--- src/rtl/ser_cfg_pkg.sv ---
package ser_cfg_pkg;
  localparam int CFG_W  = 14;
  localparam int STAT_W = 4;

  typedef enum logic [2:0] {
    MODE_RX        = 3'b000,
    MODE_TX_DUAL   = 3'b001,
    MODE_TX_SINGLE = 3'b010,
    MODE_SLEEP_LT  = 3'b011,
    MODE_SLEEP_DP  = 3'b100,
    MODE_LOOPBACK  = 3'b101
  } mode_e;

  // Bit order of the committed word; MSB is shifted first.
  typedef struct packed {
    logic [3:0] tone;
    logic [3:0] gain;
    logic [1:0] detect;
    logic       squelch;
    logic [2:0] mode;
  } cfg_t;

  // Strobes from control to datapath.
  typedef struct packed {
    logic readSel;
    logic shiftIn;
    logic commit;
    logic loadStat;
    logic shiftOut;
    logic clkWhileEn;
  } strobe_t;
endpackage

--- src/rtl/ser_cfg_ctrl.sv ---
module ser_cfg_ctrl
  import ser_cfg_pkg::*;
(
  input  logic    clk,
  input  logic    rst_n,
  input  logic    serEn,
  input  logic    serClk,
  input  logic    serDir,
  input  logic    serDin,
  output strobe_t strb,
  output logic    dinS
);
  logic enS, clkS, dirS, enP, clkP;

  always_ff @(posedge clk or negedge rst_n) begin
    if (!rst_n) begin
      enS  <= 1'b0;
      clkS <= 1'b0;
      dirS <= 1'b0;
      dinS <= 1'b0;
      enP  <= 1'b0;
      clkP <= 1'b0;
    end else begin
      enS  <= serEn;
      clkS <= serClk;
      dirS <= serDir;
      dinS <= serDin;
      enP  <= enS;
      clkP <= clkS;
    end
  end

  logic clkRise, enRise;
  assign clkRise = clkS & ~clkP;
  assign enRise  = enS & ~enP;

  always_comb begin
    strb.readSel    = dirS;
    strb.shiftIn    = ~dirS & clkRise;
    strb.commit     = ~dirS & enS;
    strb.loadStat   = dirS & enRise;
    strb.shiftOut   = dirS & clkRise;
    strb.clkWhileEn = clkRise & enS;
  end
endmodule

--- src/rtl/ser_cfg_dpath.sv ---
module ser_cfg_dpath
  import ser_cfg_pkg::*;
#(
  parameter int CW = CFG_W,
  parameter int SW = STAT_W
) (
  input  logic          clk,
  input  logic          rst_n,
  input  strobe_t       strb,
  input  logic          dinS,
  input  logic [SW-1:0] digitIn,
  output logic [CW-1:0] cfgWord,
  output logic          serDout,
  output logic          serDoe,
  output logic          protoErr
);
  localparam int IDX_W = (SW > 1) ? $clog2(SW) : 1;
  localparam logic [IDX_W-1:0] LAST_IDX = IDX_W'(SW - 1);

  logic [CW-1:0]    shiftReg;
  logic [SW-1:0]    statusReg;
  logic [IDX_W-1:0] bitIdx;

  always_ff @(posedge clk or negedge rst_n) begin
    if (!rst_n) begin
      shiftReg <= '0;
      cfgWord  <= '0;
    end else begin
      if (strb.shiftIn) shiftReg <= {shiftReg[CW-2:0], dinS};
      if (strb.commit)  cfgWord  <= shiftReg;
    end
  end

  always_ff @(posedge clk or negedge rst_n) begin
    if (!rst_n) begin
      statusReg <= '0;
      bitIdx    <= '0;
    end else if (strb.loadStat) begin
      statusReg <= digitIn;
      bitIdx    <= '0;
    end else if (strb.shiftOut) begin
      bitIdx <= (bitIdx == LAST_IDX) ? '0 : bitIdx + 1'b1;
    end
  end

  always_ff @(posedge clk or negedge rst_n) begin
    if (!rst_n) begin
      serDoe   <= 1'b0;
      protoErr <= 1'b0;
    end else begin
      serDoe <= strb.readSel;
      if (strb.clkWhileEn) protoErr <= 1'b1;
    end
  end

  assign serDout = statusReg[bitIdx];
endmodule

--- src/rtl/ser_cfg_decode.sv ---
module ser_cfg_decode
  import ser_cfg_pkg::*;
(
  input  cfg_t       cfgIn,
  output logic [2:0] modeOut,
  output logic       squelchOut,
  output logic [1:0] detectOut,
  output logic [3:0] gainOut,
  output logic [3:0] toneOut
);
  mode_e modeDec;

  always_comb begin
    case (cfgIn.mode)
      3'b110, 3'b111: modeDec = MODE_SLEEP_DP;
      default:        modeDec = mode_e'(cfgIn.mode);
    endcase
  end

  assign modeOut    = modeDec;
  assign squelchOut = cfgIn.squelch;
  assign detectOut  = cfgIn.detect;
  assign gainOut    = cfgIn.gain;
  assign toneOut    = cfgIn.tone;
endmodule

--- src/rtl/ser_cfg_port.sv ---
module ser_cfg_port
  import ser_cfg_pkg::*;
(
  input  logic              clk,
  input  logic              rst_n,
  input  logic              serEn,
  input  logic              serClk,
  input  logic              serDir,
  input  logic              serDin,
  input  logic [STAT_W-1:0] digitIn,
  output logic              serDout,
  output logic              serDoe,
  output logic [2:0]        ctlMode,
  output logic              ctlSquelch,
  output logic [1:0]        ctlDetect,
  output logic [3:0]        ctlGain,
  output logic [3:0]        ctlTone,
  output logic              protoErr
);
  strobe_t          strb;
  logic             dinS;
  logic [CFG_W-1:0] cfgWord;

  ser_cfg_ctrl i_ctrl (
    .clk(clk), .rst_n(rst_n), .serEn(serEn), .serClk(serClk),
    .serDir(serDir), .serDin(serDin), .strb(strb), .dinS(dinS)
  );

  ser_cfg_dpath #(.CW(CFG_W), .SW(STAT_W)) i_dpath (
    .clk(clk), .rst_n(rst_n), .strb(strb), .dinS(dinS), .digitIn(digitIn),
    .cfgWord(cfgWord), .serDout(serDout), .serDoe(serDoe), .protoErr(protoErr)
  );

  ser_cfg_decode i_decode (
    .cfgIn(cfg_t'(cfgWord)), .modeOut(ctlMode), .squelchOut(ctlSquelch),
    .detectOut(ctlDetect), .gainOut(ctlGain), .toneOut(ctlTone)
  );
endmodule

--- config.mk ---
export PLATFORM = sky130hd
export DESIGN_NAME = ser_cfg_port
export DESIGN_NICKNAME = d
export VERILOG_FILES = /design/src/rtl/ser_cfg_pkg.sv /design/src/rtl/ser_cfg_ctrl.sv /design/src/rtl/ser_cfg_dpath.sv /design/src/rtl/ser_cfg_decode.sv /design/src/rtl/ser_cfg_port.sv
export SDC_FILE = /design/constraint.sdc
export NUM_CORES = 1
export LEC_CHECK = 0
export ABC_AREA = 1
export CORE_ASPECT_RATIO = 0.6
export CORE_MARGIN = 2
export CORE_UTILIZATION = 36
export CTS_CLUSTER_SIZE = 12
export DETAILED_ROUTE_END_ITERATION = 8
export DONT_BUFFER_PORTS = 1
export GPL_ROUTABILITY_DRIVEN = 0
export PLACE_DENSITY_LB_ADDON = 0.2
export SLEW_MARGIN = 10
export SYNTH_ARGS = -nofsm -noshare
export SYNTH_HDL_FRONTEND = slang
export SYNTH_HIERARCHICAL = 1
export SYNTH_SLANG_ARGS = --single-unit
--- constraint.sdc ---
create_clock -name clk -period 1.85 [get_ports clk]
set_input_delay 0.185 -clock clk [delete_from_list [all_inputs] [get_ports clk]]
set_output_delay 0.185 -clock clk [all_outputs]
set_load 0.05 [all_outputs]
==> results.py, run 1 <==
metrics = {
    "critical_path": {
        "worst-path-max-fanout": 4,
        "setup.worst_path.class": "register to output port",
        "startpoint_type": "register",
        "r2r-end": "i_dpath/statusReg[2]$_DFFE_PN0P_",
        "end_kind": "output port",
        "required_ns": 1.66,
        "r2r_slack_ns": 0.55,
        "reg2reg_depth": 3,
        "arrival_ns": 1.33,
        "rr_startpoint": "i_ctrl/dirS$_DFF_PN0_",
    },
    "logic_synthesis": {
        "syn_nets": 185,
        "synth_edf_count": 0,
        "synth-async-reset-ratio_pct": 100,
        "yosys-top-cells-area": "dfrtp_1 (59%), o21ai_2 (6.9%), nand2_1 (5.7%)",
        "synth_cells": 175,
        "ys_types": 19,
        "ys_ff_latch": 42,
        "yosys.area.top_type": "dfrtp_1",
        "synth_most_common_cell": "dfrtp_1",
        "synthTopCellsByCount": "dfrtp_1 (42), nand2_1 (27), inv_1 (25)",
        "synth_top_flop_cell": "dfrtp_1",
        "synth_top_area_share_pct": 59.2,
        "ys_warn_count": 6,
        "ys_seq_area_share_pct": 59.2,
        "netlist_area_um2": 1770,
        "syn_avg_cell_area_um2": 10.1,
    },
    "timing": {
        "min_period_over_period_pct": 82.0,
        "drv_slew": 0,
        "tns_ns": 0,
        "tightest_slew_ns": 0.554,
        "rsz0062_at_grt": "false",
        "fmax_mhz": 659,
        "min_period_ns": 1.52,
        "worst_hold_slack_ns": 0.0163,
        "slew-limit-headroom_pct": 62.9,
        "setup_viol": 0,
        "skew_ns": 0.00437,
        "hold_viol": 0,
    },
    "global_route": {
        "grt_pass1_vias": 952,
        "grt_max_degree": 43,
        "grt_antenna_before_repair": 0,
        "grt_pass1_wl_um": 4510,
        "grt.overflow.total": 0,
        "track_usage_pct": 11.3,
    },
    "clocking": {
        "cts_buffer_depth": 2,
        "htree_levels": 2,
        "tritoncts": "done",
        "clk_latency_ns": 0.30,
        "root_buffer": "clkbuf_8",
        "cts_resized": 0,
        "cts_sinks": 42,
        "path_clk_slew_ns": 0.08,
        "cts_buffers": 5,
    },
    "placed_design": {
        "dp_hpwl_um": 1870,
        "io_buffers": 0,
    },
    "die": {
        "die_y_um": 58.4,
        "dieArea_um2": 5520,
        "ios": 27,
        "fp.dieW_um": 94.6,
        "start_util_pct": 38.1,
        "rows": 19,
        "core_area_um2": 4660,
    },
    "cells_and_area": {
        "final_layout_size_suffix_gt1_share_pct": 20.1,
        "area_growth_pct": 6.21,
        "nets": 183,
        "num_antenna_cells": 0,
    },
    "min_path": {
        "whs_path_depth": 2,
        "hold_start": "digitIn[1]",
        "min_to": "i_dpath/statusReg[1]$_DFFE_PN0P_",
        "hp-class": "input port to register",
    },
    "route": {
        "ant_nets": 0,
        "route.detailed.drc": 0,
        "routed_via_density": 4.24,
        "routed_wl_um": 2780,
        "drtIter0Drc": 46,
        "route.vias.total": 1006,
        "avgRoutedWirePerCell_um": 11.7,
        "firstDrtPassIters": 3,
    },
    "pwr": {
        "irDropWorstVdd_v": 0.000349,
        "finalPower_mw": 2.39,
        "p_leak_nw": 0.877,
        "p_per_area_nw_per_um2": 1270,
    },
    "run_status": {
        "status": "complete, no violations",
    },
    "flow_run": {
        "drv_cap": 0,
    },
}
[placed cells by master, fill, tap and decap left out]
cell type and n:
nor3b_1 1, clkbuf_8 6, a21oi_2 3, or2_2 1, dlygate4sd3_1 6, nor2_1 19
clkinvlp_4 1, inv_1 25, nor2_2 3, nand3_1 3, a21oi_1 12, nand2_1 27
clkinv_2 1, dfrtp_1 42, o21ai_0 4, buf_4 4, buf_12 1, o21ai_2 14
nand2_2 1
[through the flow]
| step | cells | setup WS (ns) | util, % | cell area, µm² |
|---|---|---|---|---|
| 3_3_place_gp | 222 | 0.645 | 36.7 | 1710 |
| 2_1_floorplan | 175 | 0.487 | - | 1770 |
| 4_1_cts | 237 | 0.312 | 40.4 | 1880 |
| 5_1_grt | 237 | 0.267 | 40.4 | 1880 |
| 3_5_place_dp | 222 | 0.555 | 36.7 | 1710 |
| 6_report | 237 | 0.333 | 40.4 | 1880 |
[cell type report]
class / count / area, µm²
fillers: 476 / 2780
flip-flops and latches: 42 / 1050
multi-input cells: 88 / 455
repair buffers: 11 / 110
inverters: 25 / 93.8
clock buffers: 6 / 82.6
well taps: 63 / 78.8
clock inverters: 2 / 12.5
[layer usage]
metal | global-route usage [%] | part of all wire, % | wire length [µm]
met4 | 4.97 | 2.0 | 56
met3 | 7.30 | 9.9 | 274
met2 | 14.8 | 39 | 1080
met5 | 0 | 0 | 0
met1 | 14.5 | 49 | 1360
[cells by family (layout without fill, tap and decap cells)]
kind of cell,count (synthesis),count (layout),synth area share (%)
buffers and inverters,45,44,15.4
AND/OR/NAND/NOR,55,55,12.5
AO/OA/AOI/OAI,33,33,12.9
flip-flops,42,42,59.2
[worst max-delay path by stage]
stage	start	to	slack, ns
after global routing	i_dpath/cfgWord[2]$_DFFE_PN0P_	ctlMode[0]	0.27
after floorplan	i_dpath/cfgWord[2]$_DFFE_PN0P_	ctlMode[0]	0.49
after CTS	i_dpath/cfgWord[2]$_DFFE_PN0P_	ctlMode[0]	0.31
after global placement	i_dpath/cfgWord[2]$_DFFE_PN0P_	ctlMode[0]	0.65
after detailed placement	i_ctrl/dirS$_DFF_PN0_	i_dpath/statusReg[2]$_DFFE_PN0P_	0.56
final	i_dpath/cfgWord[2]$_DFFE_PN0P_	ctlMode[0]	0.33
[flip-flops by register name, indices dropped and copies added, names as in the netlist]
register	count
i_dpath/shiftReg	14
i_dpath/statusReg	4
i_ctrl/dirS	1
i_ctrl/clkS	1
i_dpath/serDoe	1
i_dpath/cfgWord	14
i_ctrl/enP	1
i_ctrl/enS	1
i_dpath/protoErr	1
i_ctrl/clkP	1
i_dpath/bitIdx	2
i_ctrl/dinS	1
[power breakdown]
| part | internal (mW) | total, mW | switching (mW) |
|---|---|---|---|
| Sequential | 1.08 | 1.39 | 0.309 |
| Combinational | 0.132 | 0.389 | 0.257 |
| Clock | 0.300 | 0.608 | 0.308 |
| Total | 1.51 | 2.39 | 0.874 |
[worst max-delay path, cell delays in order (launching register included)]
cell and delay (ns):
dfrtp_1 0.59, a21oi_1 0.23, buf_4 0.22
[repair_timing]
action,in CTS,in global routing
hold buffers,7,0
setup buffers,0,0
hold endpoints to repair,47,0
Power figures use the tool's default switching activity.
==> run 2: changes to the inputs <==
==> constraint.sdc (replaced) <==
create_clock -name clk -period 1.55 [get_ports clk]
set_input_delay 0.155 -clock clk [delete_from_list [all_inputs] [get_ports clk]]
set_output_delay 0.155 -clock clk [all_outputs]
set_load 0.05 [all_outputs]
==> run 2 against run 1 <==
Combinational power is 46% higher. Final area grew 4.6%. Via count rose by 3.5%. Wire length is 3.1% higher. Cell count increased by 2.5%. Flip-flop and latch count stayed put. Clock-buffer cell count up 1. Worst hold slack better by 0.027 ns. Critical endpoint is now serDout. Largest power group unchanged.
==> results.py, run 2 (synthesized netlist as in run 1, its figures left out) <==
metrics = {
    "run_status": {
        "status": "complete, no violations",
    },
    "critical_path": {
        "crit_start": "i_dpath/bitIdx[0]$_DFFE_PN0P_",
        "end_kind": "output port",
        "worst-path-max-fanout": 6,
        "crit_path_frequent_cell": "nand2_1",
        "crit_family": "simple AND/OR/NAND/NOR gates",
        "critical_path_buf_inv_count": 1,
        "path_cells": "inv_1, nand2_1, nand3_1, nand2_1",
        "required_ns": 1.39,
        "crit_slowest_cell": "dfrtp_1",
        "rr_startpoint": "i_ctrl/dirS$_DFF_PN0_",
        "setup.worst_path.class": "register to output port",
        "cp_slowest_stage_delay_ns": 0.42,
        "arrival_ns": 1.26,
        "startpoint_type": "register",
    },
    "route": {
        "routed_via_density": 4.28,
        "drtIter0Drc": 55,
        "firstDrtPassIters": 5,
        "route.detailed.drc": 0,
        "avgRoutedWirePerCell_um": 11.8,
        "ant_nets": 0,
        "route.vias.total": 1041,
        "routed_wl_um": 2860,
    },
    "clocking": {
        "cts_buffers": 5,
        "postCtsSetupBuffers": 0,
        "clk_latency_ns": 0.29,
        "htree_levels": 2,
        "path_clk_slew_ns": 0.08,
        "root_buffer": "clkbuf_8",
        "cts_buffer_depth": 2,
        "cts_resized": 0,
        "tritoncts": "done",
        "cts_sinks": 42,
        "holdBufCountCts": 9,
    },
    "timing": {
        "drv_slew": 0,
        "min_period_ns": 1.41,
        "skew_ns": 0.00385,
        "worst_hold_slack_ns": 0.0432,
        "tightest_slew_ns": 0.530,
        "hold_viol": 0,
        "setup_viol": 0,
        "rsz0062_at_grt": "false",
        "tns_ns": 0,
        "fmax_mhz": 708,
        "slew-limit-headroom_pct": 64.5,
        "min_period_over_period_pct": 91.1,
    },
    "placed_design": {
        "io_buffers": 0,
        "dp_hpwl_um": 1890,
        "placed_area_um2": 1760,
        "place_inst": 226,
    },
    "cells_and_area": {
        "fin_cells": 243,
        "num_antenna_cells": 0,
        "area_growth_pct": 11.1,
        "ff_latch_area_um2": 1050,
        "postLayoutCellArea_um2": 1970,
        "final_layout_size_suffix_gt1_share_pct": 20.6,
        "final_common_cell": "dfrtp_1",
        "nets": 189,
        "fill_cells": 482,
        "reg_top3": "i_dpath/cfgWord x14, i_dpath/shiftReg x14, i_dpath/statusReg x4",
        "multi_input_area_um2": 455,
        "final_cell_mix": "dfrtp_1 (42), nand2_1 (27), inv_1 (25)",
    },
    "pwr": {
        "sw_frac_of_total_pct": 34.7,
        "internal_power_mw": 1.96,
        "p_comb_share_pct": 18.9,
        "p_per_area_nw_per_um2": 1520,
        "clkPwrFrac_pct": 28.0,
        "irDropWorstVdd_v": 0.000493,
        "p_leak_nw": 0.916,
        "switchingPower_mw": 1.04,
        "p_seq_share_pct": 53.1,
    },
    "die": {
        "fp.dieW_um": 94.6,
        "ios": 27,
        "start_util_pct": 38.1,
        "dieArea_um2": 5520,
        "rows": 19,
        "core_area_um2": 4660,
        "die_y_um": 58.4,
    },
    "min_path": {
        "hp-class": "input port to register",
        "hold_start": "digitIn[0]",
    },
    "global_route": {
        "grt_antenna_before_repair": 0,
        "grt_pass1_vias": 1024,
        "grt.overflow.total": 0,
        "grt_pass1_wl_um": 4760,
        "track_usage_pct": 11.7,
        "grt_max_degree": 43,
    },
    "flow_run": {
        "drv_cap": 0,
    },
}
[run 2: cell count changes in the layout (fill, tap and decap cells not counted), sizes merged]
cell         delta
clkbuf          +1
clkinvlp        -1
bufinv          +1
buf             +4
clkinv          -1
dlygate4sd3     +2
[run 2: power groups by stage]
stage	clock network, mW	registers [mW]	logic, mW
after floorplan	0	1.40	0.722
after global placement	0	1.61	0.513
after detailed placement	0	1.62	0.530
after CTS	0.874	1.60	0.578
after global routing	0.914	1.62	0.633
final	0.840	1.59	0.568
[run 2: path summary, 6_finish.rpt]
check                                              endpoint  slack [ns]  cells after the start
setup reg to reg           i_dpath/statusReg[0]$_DFFE_PN0P_        0.24                      3
hold / removal             i_dpath/statusReg[0]$_DFFE_PN0P_        0.04                      2
max in group asynchronous             i_ctrl/dinS$_DFF_PN0_        1.03                      2
hold reg to reg                       i_ctrl/clkP$_DFF_PN0_        0.40                      0
setup / recovery                                    serDout        0.14                      4
min in group asynchronous   i_dpath/cfgWord[13]$_DFFE_PN0P_        0.32                      2
[run 2: worst register-to-register path, stage by stage (launching register included)]
cell and delay (ns):
dfrtp_1 0.43, nand2_1 0.07, nor2_1 0.42, o21ai_0 0.23
[run 2: layer usage]
layer	global-route usage [%]	routed length (µm)	part of all wire [%]	vias up
met5	0	0	0	-
met3	5.38	216	7.5	7
met1	15.5	1460	51	475
met4	6.21	61	2.1	0
met2	16.0	1120	39	26
li1	-	-	-	533
[run 2: layout make-up]
class                           count  share of cell area (%)
Tap cell                           63                    4.00
Timing Repair Buffer               17                    9.40
Sequential cell                    42                    53.3
Clock inverter                      1                    1.52
Inverter                           25                    4.76
Multi-Input combinational cell     88                    23.1
Clock buffer                        7                    3.87
[run 2: metrics by stage]
stage               total power, mW  util (%)  setup WS (ns)
detailed placement             2.15      37.9          0.261
global placement               2.13      37.9          0.414
CTS                            3.05      42.3          0.107
floorplan                      2.12         -          0.217
global route                   3.17      42.3         0.0112
finish                         3.00      42.3          0.137
==> run 3: changes to the inputs <==
--- a/config.mk
+++ b/config.mk
@@ -14,6 +14,7 @@
 export DONT_BUFFER_PORTS = 1
 export GPL_ROUTABILITY_DRIVEN = 0
 export PLACE_DENSITY_LB_ADDON = 0.2
+export SETUP_SLACK_MARGIN = 0.2
 export SLEW_MARGIN = 10
 export SYNTH_ARGS = -nofsm -noshare
 export SYNTH_HDL_FRONTEND = slang
==> run 3 against run 2 <==
Clock power barely moved. Critical path depth did not move. First-iteration DRC count fell by 5.5%. Clock skew barely moved. Flip-flop and latch count unchanged. Utilization grew 0.24 points. Global-route usage unchanged. Total power increased by 0.46%. Register-to-register slack gained 0.17 ns. Final area increased by 0.57%. Sequential share of layout area shrank 0.24 points. Critical path type unchanged. Largest cell class unchanged.
==> results.py, run 3 (synthesized netlist as in run 1, its figures left out) <==
metrics = {
    "run_status": {
        "status": "complete, no violations",
    },
    "clocking": {
        "cts_buffer_depth": 2,
        "htree_levels": 2,
        "clk_latency_ns": 0.29,
        "cts_sinks": 42,
        "tritoncts": "done",
        "path_clk_slew_ns": 0.08,
        "cts_buffers": 5,
        "root_buffer": "clkbuf_8",
    },
    "critical_path": {
        "reg2reg_depth": 3,
        "worst-path-max-fanout": 6,
        "arrival_ns": 1.10,
        "r2r_slack_ns": 0.41,
        "end_kind": "output port",
        "crit_family": "flip-flops",
        "cp_slowest_stage_delay_ns": 0.44,
        "setup.worst_path.class": "register to output port",
        "startpoint_type": "register",
        "rr_startpoint": "i_ctrl/dirS$_DFF_PN0_",
        "required_ns": 1.39,
        "r2r-end": "i_dpath/statusReg[0]$_DFFE_PN0P_",
        "crit_start": "i_dpath/bitIdx[0]$_DFFE_PN0P_",
        "path_cells": "inv_1, nand2_1, nand3_1, nand2_4",
        "crit_slowest_cell": "dfrtp_2",
        "critical_path_buf_inv_count": 1,
    },
    "min_path": {
        "min_to": "i_dpath/statusReg[0]$_DFFE_PN0P_",
        "whs_path_depth": 2,
        "hp-class": "input port to register",
        "hold_start": "digitIn[0]",
    },
    "timing": {
        "min_period_over_period_pct": 80.7,
        "min_period_ns": 1.25,
        "hold_viol": 0,
        "tightest_slew_ns": 0.485,
        "tns_ns": 0,
        "worst_hold_slack_ns": 0.0426,
        "setup_slack_ns": 0.299,
        "rsz0062_at_grt": "false",
        "fmax_mhz": 800,
        "drv_slew": 0,
        "setup_viol": 0,
        "skew_ns": 0.00385,
        "slew-limit-headroom_pct": 67.7,
    },
    "flow_run": {
        "drv_cap": 0,
    },
    "pwr": {
        "irDropWorstVdd_v": 0.000493,
        "finalPower_mw": 3.01,
        "p_per_area_nw_per_um2": 1520,
        "p_leak_nw": 0.916,
        "p_comb_share_pct": 19.2,
        "switchingPower_mw": 1.05,
        "sw_frac_of_total_pct": 34.8,
        "clkPwrFrac_pct": 27.9,
        "p_seq_share_pct": 52.9,
        "internal_power_mw": 1.97,
    },
    "cells_and_area": {
        "fin_cells": 243,
        "num_antenna_cells": 0,
        "fill_cells": 482,
        "reg_top3": "i_dpath/cfgWord x14, i_dpath/shiftReg x14, i_dpath/statusReg x4",
        "nets": 189,
        "final_common_cell": "dfrtp_1",
        "area_growth_pct": 11.7,
        "post-route-util_pct": 42.5,
        "final_cell_mix": "dfrtp_1 (41), nand2_1 (26), inv_1 (25)",
        "postLayoutCellArea_um2": 1980,
        "final_layout_size_suffix_gt1_share_pct": 22.2,
    },
    "global_route": {
        "grt_pass1_vias": 1024,
        "grt.overflow.total": 0,
        "grt_antenna_before_repair": 0,
        "grt_pass1_wl_um": 4760,
        "grt_max_degree": 43,
        "track_usage_pct": 11.7,
    },
    "die": {
        "fp.dieW_um": 94.6,
        "ios": 27,
        "core_area_um2": 4660,
        "rows": 19,
        "start_util_pct": 38.1,
        "dieArea_um2": 5520,
        "die_y_um": 58.4,
    },
    "route": {
        "avgRoutedWirePerCell_um": 11.8,
        "routed_via_density": 4.32,
        "firstDrtPassIters": 4,
        "route.detailed.drc": 0,
        "route.vias.total": 1049,
        "routed_wl_um": 2880,
        "drtIter0Drc": 52,
        "ant_nets": 0,
    },
    "placed_design": {
        "placed_area_um2": 1760,
        "place_ws_ns": 0.261,
        "io_buffers": 0,
        "dp_hpwl_um": 1890,
        "place_inst": 226,
    },
}
## run 3: cell counts in the layout (fill, tap and decap cells not counted)
No cell type changed its count.
## run 3: layer usage
metal  vias to the layer above  track usage, %  part of all wire (%)
met5                         -               0                     0
met4                         0            6.21                   2.1
met3                         7            5.38                   7.9
met2                        33            16.0                    39
met1                       477            15.5                    51
li1                        532               -                     -
## run 3: final cells by class
class | count | area [µm²] | share of cell area (%)
Sequential cell | 42 | 1050 | 53.1
Multi-Input combinational cell | 88 | 465 | 23.5
Timing Repair Buffer | 17 | 185 | 9.34
Inverter | 25 | 93.8 | 4.73
Tap cell | 63 | 78.8 | 3.98
Clock buffer | 7 | 76.3 | 3.85
Clock inverter | 1 | 30.0 | 1.52
## run 3: how the worst max path moves through the flow
stage                                        to  cells past startpoint
6_report                                serDout                      4
5_1_grt                                 serDout                      4
4_1_cts                                 serDout                      4
3_5_place_dp   i_dpath/statusReg[0]$_DFFE_PN0P_                      3
3_3_place_gp   i_dpath/statusReg[0]$_DFFE_PN0P_                      3
2_1_floorplan                        ctlMode[0]                      1
## run 3: what timing repair did
item                                    4_1_cts  5_1_grt
buffers inserted                              0        0
gates resized for setup                       1        3
hold buffers                                  9        0
endpoints found under the setup margin        1        5
endpoints found under the hold margin        49        0
## run 3: power by group through the flow
stage          clock network (mW)  registers, mW  logic, mW
2_1_floorplan                   0           1.40      0.722
3_3_place_gp                    0           1.61      0.513
3_5_place_dp                    0           1.62      0.530
4_1_cts                     0.874           1.60      0.582
5_1_grt                     0.914           1.62      0.644
6_report                    0.840           1.59      0.580
